--- src/rtl/adc_frame_pkg.sv ---
`timescale 1ns/1ps
package adc_frame_pkg;

    typedef enum logic [1:0] {
        ST_SLEEP  = 2'd0,
        ST_SETTLE = 2'd1,
        ST_IDLE   = 2'd2,
        ST_FRAME  = 2'd3
    } seq_state_e;

    // Keep the serial half period inside [1, hi]
    function automatic int unsigned clamp_half(input int unsigned req, input int unsigned hi);
        if (req == 0) return 1;
        if (req > hi) return hi;
        return req;
    endfunction

endpackage

--- src/rtl/adc_sck_gen.sv ---
`timescale 1ns/1ps
module adc_sck_gen #(
    parameter int DIV_W = 8
) (
    input  logic             clk,
    input  logic             rst,
    input  logic             run,
    input  logic [DIV_W-1:0] half,
    output logic             sck,
    output logic             rise_now,
    output logic             fall_now
);
    logic [DIV_W-1:0] cnt;
    logic             tick;

    assign tick     = run && (cnt >= half - DIV_W'(1));
    assign rise_now = tick && !sck;
    assign fall_now = tick && sck;

    always_ff @(posedge clk) begin
        if (rst || !run) begin
            cnt <= '0;
            sck <= 1'b0;
        end else if (tick) begin
            cnt <= '0;
            sck <= ~sck;
        end else begin
            cnt <= cnt + DIV_W'(1);
        end
    end
endmodule

--- src/rtl/adc_gap_timer.sv ---
`timescale 1ns/1ps
module adc_gap_timer #(
    parameter int W = 16
) (
    input  logic         clk,
    input  logic         rst,
    input  logic         clear,
    output logic [W-1:0] count
);
    always_ff @(posedge clk) begin
        if (rst)                count <= '1;
        else if (clear)         count <= '0;
        else if (count != '1)   count <= count + W'(1);
    end
endmodule

--- src/rtl/adc_shift_in.sv ---
`timescale 1ns/1ps
module adc_shift_in #(
    parameter int RES_BITS  = 14,
    parameter int CAP_FIRST = 3,
    parameter int EDGE_W    = 6
) (
    input  logic                clk,
    input  logic                rst,
    input  logic                rise_now,
    input  logic [EDGE_W-1:0]   edge_num,
    input  logic                late,
    input  logic                sdo,
    output logic [RES_BITS-1:0] result,
    output logic                valid
);
    logic [EDGE_W-1:0]   first_e, last_e;
    logic [RES_BITS-1:0] shreg;
    logic                in_win, is_last;

    assign first_e = EDGE_W'(CAP_FIRST) + EDGE_W'(late);
    assign last_e  = first_e + EDGE_W'(RES_BITS - 1);
    assign in_win  = rise_now && (edge_num >= first_e) && (edge_num <= last_e);
    assign is_last = rise_now && (edge_num == last_e);

    always_ff @(posedge clk) begin
        if (rst) begin
            shreg  <= '0;
            result <= '0;
            valid  <= 1'b0;
        end else begin
            valid <= is_last;
            if (in_win) shreg <= {shreg[RES_BITS-2:0], sdo};
            if (is_last) result <= {shreg[RES_BITS-2:0], sdo};
        end
    end
endmodule

--- src/rtl/adc_frame_ctrl.sv ---
`timescale 1ns/1ps
module adc_frame_ctrl
    import adc_frame_pkg::*;
#(
    parameter int FRAME_LEN = 18,
    parameter int RES_BITS  = 14,
    parameter int CAP_FIRST = 3,
    parameter int ACQ_EDGE  = 16,
    parameter int DIV_W     = 8,
    parameter int HALF_MAX  = 8,
    parameter int CNT_W     = 16,
    parameter int CW_W      = 4
) (
    input  logic                clk,
    input  logic                rst,
    input  logic                sample_req,
    input  logic                sleep_en,
    input  logic                capture_late,
    input  logic [DIV_W-1:0]    half_div,
    input  logic [CW_W-1:0]     conv_width,
    input  logic [CNT_W-1:0]    period_min,
    input  logic [CNT_W-1:0]    acq_min,
    input  logic [CNT_W-1:0]    settle_len,
    input  logic                adc_sdo,
    output logic                adc_conv,
    output logic                adc_sck,
    output logic                busy,
    output logic [RES_BITS-1:0] result,
    output logic                result_valid
);
    localparam int EDGE_W = $clog2(FRAME_LEN + 2) + 1;

    seq_state_e        state;
    logic              run, rise_now, fall_now;
    logic [DIV_W-1:0]  half_eff;
    logic [EDGE_W-1:0] edge_cnt, edge_num;
    logic              seg_last, pending, acq_armed;
    logic              start, acq_hit, per_ok, acq_ok;
    logic [CNT_W-1:0]  settle_cnt, settle_eff, since_conv, acq_cnt;
    logic [CW_W-1:0]   conv_cnt, conv_w_eff;

    assign half_eff   = DIV_W'(clamp_half(32'(half_div), HALF_MAX));
    assign conv_w_eff = (conv_width == '0) ? CW_W'(1) : conv_width;
    assign settle_eff = (settle_len == '0) ? CNT_W'(1) : settle_len;
    assign edge_num   = edge_cnt + EDGE_W'(1);
    assign run        = (state == ST_FRAME) || (state == ST_SETTLE);

    assign per_ok  = ({1'b0, since_conv} + (CNT_W+1)'(1)) >= {1'b0, period_min};
    assign acq_ok  = acq_armed && (({1'b0, acq_cnt} + (CNT_W+1)'(1)) >= {1'b0, acq_min});
    assign start   = (state == ST_IDLE) && pending && !sleep_en && per_ok && acq_ok;
    assign acq_hit = (state == ST_FRAME) && rise_now && (edge_num == EDGE_W'(ACQ_EDGE));
    assign busy    = (state != ST_IDLE) || pending || adc_conv;

    adc_sck_gen #(.DIV_W(DIV_W)) i_sck (
        .clk(clk), .rst(rst), .run(run), .half(half_eff),
        .sck(adc_sck), .rise_now(rise_now), .fall_now(fall_now)
    );

    adc_gap_timer #(.W(CNT_W)) i_period_tmr (
        .clk(clk), .rst(rst), .clear(start), .count(since_conv)
    );

    adc_gap_timer #(.W(CNT_W)) i_acq_tmr (
        .clk(clk), .rst(rst), .clear(acq_hit), .count(acq_cnt)
    );

    adc_shift_in #(.RES_BITS(RES_BITS), .CAP_FIRST(CAP_FIRST), .EDGE_W(EDGE_W)) i_shift (
        .clk(clk), .rst(rst), .rise_now(rise_now && (state == ST_FRAME)),
        .edge_num(edge_num), .late(capture_late), .sdo(adc_sdo),
        .result(result), .valid(result_valid)
    );

    // Sequencer
    always_ff @(posedge clk) begin
        if (rst) begin
            state      <= ST_IDLE;
            edge_cnt   <= '0;
            seg_last   <= 1'b0;
            settle_cnt <= '0;
            pending    <= 1'b0;
        end else begin
            unique case (state)
                ST_IDLE: begin
                    if (sleep_en) begin
                        state   <= ST_SLEEP;
                        pending <= 1'b0;
                    end else if (start) begin
                        state    <= ST_FRAME;
                        edge_cnt <= '0;
                        seg_last <= 1'b0;
                        pending  <= 1'b0;
                    end else if (sample_req) begin
                        pending <= 1'b1;
                    end
                end
                ST_FRAME: begin
                    if (sample_req) pending <= 1'b1;
                    if (rise_now) begin
                        edge_cnt <= edge_num;
                        if (edge_num == EDGE_W'(FRAME_LEN)) seg_last <= 1'b1;
                    end
                    if (fall_now && seg_last) state <= ST_IDLE;
                end
                ST_SLEEP: begin
                    pending <= 1'b0;
                    if (!sleep_en) begin
                        state      <= ST_SETTLE;
                        settle_cnt <= '0;
                        seg_last   <= 1'b0;
                    end
                end
                ST_SETTLE: begin
                    pending <= 1'b0;
                    if (rise_now) begin
                        settle_cnt <= settle_cnt + CNT_W'(1);
                        if (settle_cnt + CNT_W'(1) >= settle_eff) seg_last <= 1'b1;
                    end
                    if (fall_now && seg_last) state <= ST_IDLE;
                end
                default: state <= ST_IDLE;
            endcase
        end
    end

    // Convert strobe width
    always_ff @(posedge clk) begin
        if (rst) begin
            adc_conv <= 1'b0;
            conv_cnt <= '0;
        end else if (start) begin
            adc_conv <= 1'b1;
            conv_cnt <= '0;
        end else if (adc_conv) begin
            if (conv_cnt + CW_W'(1) >= conv_w_eff) adc_conv <= 1'b0;
            else                                   conv_cnt <= conv_cnt + CW_W'(1);
        end
    end

    // Acquisition window bookkeeping for the spacing rule
    always_ff @(posedge clk) begin
        if (rst)          acq_armed <= 1'b1;
        else if (start)   acq_armed <= 1'b0;
        else if (acq_hit) acq_armed <= 1'b1;
    end
endmodule

--- config.mk ---
export PLATFORM = sky130hd
export DESIGN_NAME = adc_frame_ctrl
export DESIGN_NICKNAME = d
export VERILOG_FILES = /design/src/rtl/adc_frame_pkg.sv /design/src/rtl/adc_sck_gen.sv /design/src/rtl/adc_gap_timer.sv /design/src/rtl/adc_shift_in.sv /design/src/rtl/adc_frame_ctrl.sv
export SDC_FILE = /design/constraint.sdc
export NUM_CORES = 1
export LEC_CHECK = 0
export BUFFER_PORTS_ARGS = -buffer_cell sky130_fd_sc_hd__clkbuf_2
export CAP_MARGIN = 25
export CORE_AREA = 2 2 134 110
export DETAILED_ROUTE_END_ITERATION = 12
export DIE_AREA = 0 0 136 112
export PLACE_DENSITY_LB_ADDON = 0.05
export SYNTH_ARGS = -nofsm -noshare
export SYNTH_HDL_FRONTEND = slang
export SYNTH_HIERARCHICAL = 1
export SYNTH_SLANG_ARGS = --single-unit
--- constraint.sdc ---
create_clock -name clk -period 7.67 [get_ports clk]
set_input_delay 1.1505 -clock clk [delete_from_list [all_inputs] [get_ports clk]]
set_output_delay 1.1505 -clock clk [all_outputs]
set_load 0.05 [all_outputs]
# Word-level counts from Yosys, hierarchy flattened
# Index checks and enable logic that the tools add are counted.
# totals
regBits	101
input_bits	66
out_inout_bits	18
# classes
addsub	11
order_cmp	8
eq_ne	18
mux	42
bitwise	2
n_reduce_logical	39
# op_table
op	count
16-bit 2-to-1 mux	7
16-bit by 1-bit adder with 16-bit output, second input constant	3
16-bit by 1-bit adder with 17-bit output, second input constant	2
17-bit by 16-bit greater-or-equal comparator with 1-bit output	2
16-bit inequality test, second input constant	2
16-bit case mux with 2 select lines	1
1-bit 2-to-1 mux	19
6-bit 2-to-1 mux	3
16-bit greater-or-equal comparator	1
16-bit logical NOT	1
8-bit 2-to-1 mux	2
1-bit logical AND	14
6-bit by 5-bit == test with 1-bit output, second input constant	2
6-bit case mux with 2 select lines	1
2-bit inequality test, second input constant	5
2-bit nonzero test	5
8-bit by 1-bit adder with 8-bit output, second input constant	1
8-bit greater-or-equal comparator	1
8-bit by 4-bit > comparator with 1-bit output, second input constant	1
8-bit logical NOT	1
2-bit 2-to-1 mux	4
4-bit 2-to-1 mux	2
2-bit by 1-bit inequality test with 1-bit output, second input constant	4
2-bit OR reduction	4
24 further kinds	32

# Longest topological paths before layout
# depth
depth_word	13
depth_mapped	22

# Modules after synthesis
# Netlist, hierarchy kept.
# modules_own_cells
module	n_inst	cells_per_inst	area_per_inst_um2
adc_frame_ctrl	1	500	3808.7
adc_gap_timer	2	110	892.1
adc_shift_in	1	110	1183.6
adc_sck_gen	1	80	714.4

# Worst setup path before layout
# OpenSTA, ideal clock, no wires.
# synth_timing
path_type	in2reg
start	input half_div[6]
end	register i_acq_tmr.count[4]
setup_ns	0.134
t_arrival_ns	5.564
setup_slack_ns	1.972
cell_stages	19
cell_sequence	or4_1 > nor2_1 > inv_1 > nor2_1 > inv_1 > ha_1 > nand2_1 > xor2_1 > ha_1 > nand4_2 > o311a_2 > nor3b_1 > clkbuf_1 > and3_1 > clkbuf_1 > nor4bb_1 > inv_1 > and4_1 > or4_1
# synth_via
elab_chain_len	12
# synth_lines
item	line	rtl
start, declared	adc_frame_ctrl.sv:19	input logic [DIV_W-1:0] half_div,
8-bit by 4-bit > comparator with 1-bit output	adc_frame_pkg.sv:14	if (req > hi) return hi;
1-bit 2-to-1 mux (2 in a row)	adc_frame_pkg.sv:14	
8-bit 2-to-1 mux	adc_frame_pkg.sv:15	return req;
8-bit 2-to-1 mux *	adc_frame_pkg.sv:14	
net half_eff[3]	adc_frame_ctrl.sv:35	logic [DIV_W-1:0] half_eff;
8-bit by 1-bit subtractor with 8-bit output *	adc_sck_gen.sv:16	assign tick = run && (cnt >= half - DIV_W'(1));
8-bit greater-or-equal comparator *	adc_sck_gen.sv:16	
1-bit logical AND *	adc_sck_gen.sv:16	
1-bit logical AND *	adc_sck_gen.sv:17	assign rise_now = tick && !sck;
net rise_now	adc_frame_ctrl.sv:34	logic run, rise_now, fall_now;
1-bit logical AND * (2 in a row)	adc_frame_ctrl.sv:51	assign acq_hit = (state == ST_FRAME) && rise_now && (edge_num == EDGE_W'(ACQ_EDGE));
net acq_hit	adc_frame_ctrl.sv:38	logic start, acq_hit, per_ok, acq_ok;
16-bit 2-to-1 mux or 2-bit nonzero test (tied branches)	-	
end signal, assigned	adc_gap_timer.sv:13	else if (count != '1) count <= count + W'(1);
end, declared	adc_gap_timer.sv:8	output logic [W-1:0] count
# The timed path passes the listed nets; every way through them passes the cells marked *. The select of a mux whose other input is x is not followed.
# A chain may end at the register's enable or synchronous reset.

# Final worst setup path
# Ends and elaborated chain as after synthesis.

==> flow_summary.json <==
{
  "outcome": "completed",
  "max_slew_margin_pct": 43.69,
  "final-hold-violation-count": 0,
  "final-instance-count-excl-fill": 1170,
  "regToRegSetupSlack_ns": 3.01,
  "p_leak_nw": 3.708,
  "clkSlewWorstSetupHoldPaths_ns": 0.08,
  "synth-seq-cells": 101,
  "fp.dieW_um": 136,
  "yosysUniqueCellTypes": 83,
  "tightest_slew_ns": 0.8234,
  "die-area_um2": 15230,
  "htreeDepth": 3,
  "wl_per_cell_um": 13.64,
  "worstPathCellList": "clkbuf_2 -> or4_1 -> nor2_1 -> inv_1 -> nor2_1 -> inv_1 -> ha_1 -> nand2_1 -> xor2_1 -> ha_1 -> nand4_2 -> o311a_2 -> nor3b_1 -> buf_4 -> and3_1 -> nor4bb_2 -> buf_4 -> inv_1 -> and4_1 -> or4_1",
  "tns_ns": 0,
  "grt_pass1_wl_um": 27780,
  "finalWirelength_um": 15960,
  "cts_root_buffer": "clkbuf_16",
  "crit_type": "input pin to flop",
  "critical_path.top_delay_family": "simple AND/OR/NAND/NOR gates",
  "drv_slew": 0,
  "p_per_area_nw_per_um2": 274.3,
  "worstHoldPathType": "flop to flop",
  "path_common_cell": "inv_1",
  "row_count": 39,
  "vias": 6484,
  "rsz0062_at_grt": "false",
  "crit_path_end_kind": "flop",
  "postCtsHoldBufs": 0,
  "regArea_um2": 2022,
  "finalCriticalPeriod_ns": 5.453,
  "drive_above_1_share_pct": 14.50,
  "cts_made_buffers": 9,
  "port_buffers": 83,
  "multi_input_area_um2": 5020,
  "reg2reg_depth": 13,
  "place_inst": 1154,
  "required_ns": 7.91,
  "drtPass1Iterations": 5,
  "fill_cells": 1339,
  "fmax_ghz": 0.1834,
  "netlist_instances": 910,
  "crit_cells": 20,
  "finish.net_count": 1122,
  "holdWs_ns": 0.4667,
  "post_cts_resized": 0,
  "synth_area_leaders": "dfxtp_1, ha_1, xnor2_1, mux2i_1, inv_1",
  "grt_pass1_vias": 6009,
  "grt_antenna_before_repair": 0,
  "drc_errors": 0,
  "synth_top_area_cell": "dfxtp_1",
  "synthArstFlopShare_pct": 0,
  "synth_warnings": 6,
  "cts_tree": "yes",
  "netlist_area_um2": 7491,
  "pre_cts_ws_ns": 1.849,
  "clk_latency_ns": 0.36,
  "period_share_pct": 71.10,
  "synth_edf_count": 0,
  "crit_path_max_fanout": 17,
  "fp.dieH_um": 112,
  "cp-start-kind": "input pin",
  "grt_max_degree": 78,
  "setup_viol": 0,
  "worst-path-buf-inv": 6,
  "rr_startpoint": "i_period_tmr/count[3]$_SDFFE_PP1P_",
  "core_um2": 13960,
  "fin_skew_ns": 0.01465,
  "max_stage_delay_ns": 0.50,
  "cts_setup_buffers": 0,
  "cap_violations": 0,
  "peakVddDrop_mv": 0.1525,
  "clock_path_buffers": 2,
  "r2r_end": "i_period_tmr/count[4]$_SDFFE_PP1P_",
  "worstHoldStart": "i_sck/cnt[0]$_SDFF_PP0_",
  "cp_slowest_cell": "or4_1",
  "ys.flop_type": "dfxtp_1",
  "ant_nets": 0,
  "initial_core_util_pct": 53.68,
  "hpwl_um": 11980,
  "ys_seq_area_share_pct": 26.99,
  "syn2layout_area_growth_pct": 11.24,
  "synth_top_area_share_pct": 26.99,
  "worstPathArrival_ns": 5.69,
  "track_usage_pct": 21.79,
  "n_antenna_cell": 0,
  "layout_setup_ws_ns": 2.217,
  "holdPathEnd": "i_sck/cnt[0]$_SDFF_PP0_",
  "gp_congestion": 0.8281,
  "dr.first_iter.drc_count": 385,
  "io_pins": 84,
  "viasPerCell": 5.542,
  "cts.sinks": 101,
  "overflow": 0,
  "whs_path_depth": 1,
  "syn_area_per_cell_um2": 8.232
}
==> worst reg2reg max path, cell delays in order (launching register included) <==
cell and delay (ns):
dfxtp_1 0.58, and4_1 0.29, and3_1 0.20, and2_1 0.23, nand4_1 0.14, xnor2_1 0.16
ha_1 0.32, nand4_1 0.09, a2111oi_0 0.75, o2bb2ai_2 0.22, inv_2 0.46, inv_1 0.34
and4_1 0.29, or4_1 0.49
==> kinds of logic after synthesis <==
logic type	synth area share [%]
mux	4.009
flops	26.99
xor+xnor	7.600
compound gates	16.34
fa+ha+maj	12.53
simple gates	26.06
buf+inv	6.430
other cells	0.05006
==> cells in the final DEF (no fill, tap or decap), types with 8 or more instances in the layout <==
cell / count
a211oi_1: 9
a21o_1: 12
a21oi_1: 34
a31oi_1: 12
and2_1: 8
and3_1: 12
and4_1: 8
clkbuf_16: 9
clkbuf_2: 83
conb_1: 8
dfxtp_1: 101
ha_1: 75
inv_1: 77
mux2i_1: 30
nand2_1: 46
nand2b_1: 26
nand3_1: 53
nand4_1: 17
nor2_1: 77
nor2b_1: 8
nor3_1: 24
nor4_1: 13
o211ai_1: 8
o21ai_0: 37
o311ai_0: 8
or4_1: 15
xnor2_1: 37
xor2_1: 28
==> sequential cells by signal, indices dropped and copies added (netlist names) <==
name	count
adc_conv	1
i_shift/valid	1
settle_cnt	16
pending	1
i_shift/result	14
i_sck/cnt	8
acq_armed	1
edge_cnt	6
i_sck/sck	1
i_acq_tmr/count	16
seg_last	1
state	2
i_shift/shreg	13
conv_cnt	4
i_period_tmr/count	16
==> synthesized netlist by cell type, types with 4 or more instances <==
cell,instances
a211oi_1,9
a21o_1,12
a21oi_1,34
a22oi_1,6
a31oi_1,12
and2_1,8
and3_1,12
and4_1,8
and4_4,4
buf_2,7
clkbuf_1,20
dfxtp_1,101
ha_1,75
inv_1,77
mux2i_1,30
nand2_1,46
nand2b_1,26
nand3_1,53
nand4_1,17
nand4_2,5
nor2_1,77
nor2b_1,8
nor3_1,24
nor4_1,13
o211ai_1,8
o21ai_0,37
o21bai_1,6
o311ai_0,8
o31ai_1,4
o41ai_1,5
or3_1,5
or4_1,15
xnor2_1,37
xor2_1,28
==> worst max path at each step <==
stage	end	start	slack [ns]
2_1_floorplan	i_acq_tmr/count[4]$_SDFFE_PP1P_	half_div[6]	1.97
3_5_place_dp	i_acq_tmr/count[4]$_SDFFE_PP1P_	half_div[6]	1.85
6_report	i_acq_tmr/count[4]$_SDFFE_PP1P_	half_div[6]	2.22
4_1_cts	i_acq_tmr/count[4]$_SDFFE_PP1P_	half_div[6]	2.22
5_1_grt	i_acq_tmr/count[4]$_SDFFE_PP1P_	half_div[6]	1.83
3_3_place_gp	i_acq_tmr/count[4]$_SDFFE_PP1P_	half_div[6]	1.90
==> power breakdown <==
group          switching [mW]  internal (mW)  total [mW]
clock network           0.231          0.235       0.466
logic                   0.607          0.500        1.11
registers               0.129          0.584       0.713
total                   0.967           1.32        2.29
==> cell type report <==
class,instances,share of cell area (%)
inverter,82,3.724
multi-input combinational,701,60.24
clock buffer,9,2.703
tap,184,2.763
sequential,101,24.26
timing repair buffer,86,5.255
clock inverter,7,1.051
==> per-layer routing <==
| metal | track usage, % | wire, µm |
|---|---|---|
| met2 | 31.89 | 6539 |
| met4 | 4.792 | 151 |
| met5 | 0 | 0 |
| met1 | 33.02 | 8627 |
| met3 | 4.007 | 641 |
==> through the flow <==
| stage | cell area, µm² | power [mW] | utilization [%] |
|---|---|---|---|
| 2_1_floorplan | 7517 | 1.588 | - |
| 5_1_grt | 8333 | 2.504 | 59.71 |
| 6_report | 8333 | 2.286 | 59.71 |
| 3_5_place_dp | 8020 | 1.825 | 57.47 |
| 4_1_cts | 8333 | 2.303 | 59.71 |
| 3_3_place_gp | 8020 | 1.819 | 57.47 |
(Power assumes the default switching activity.)
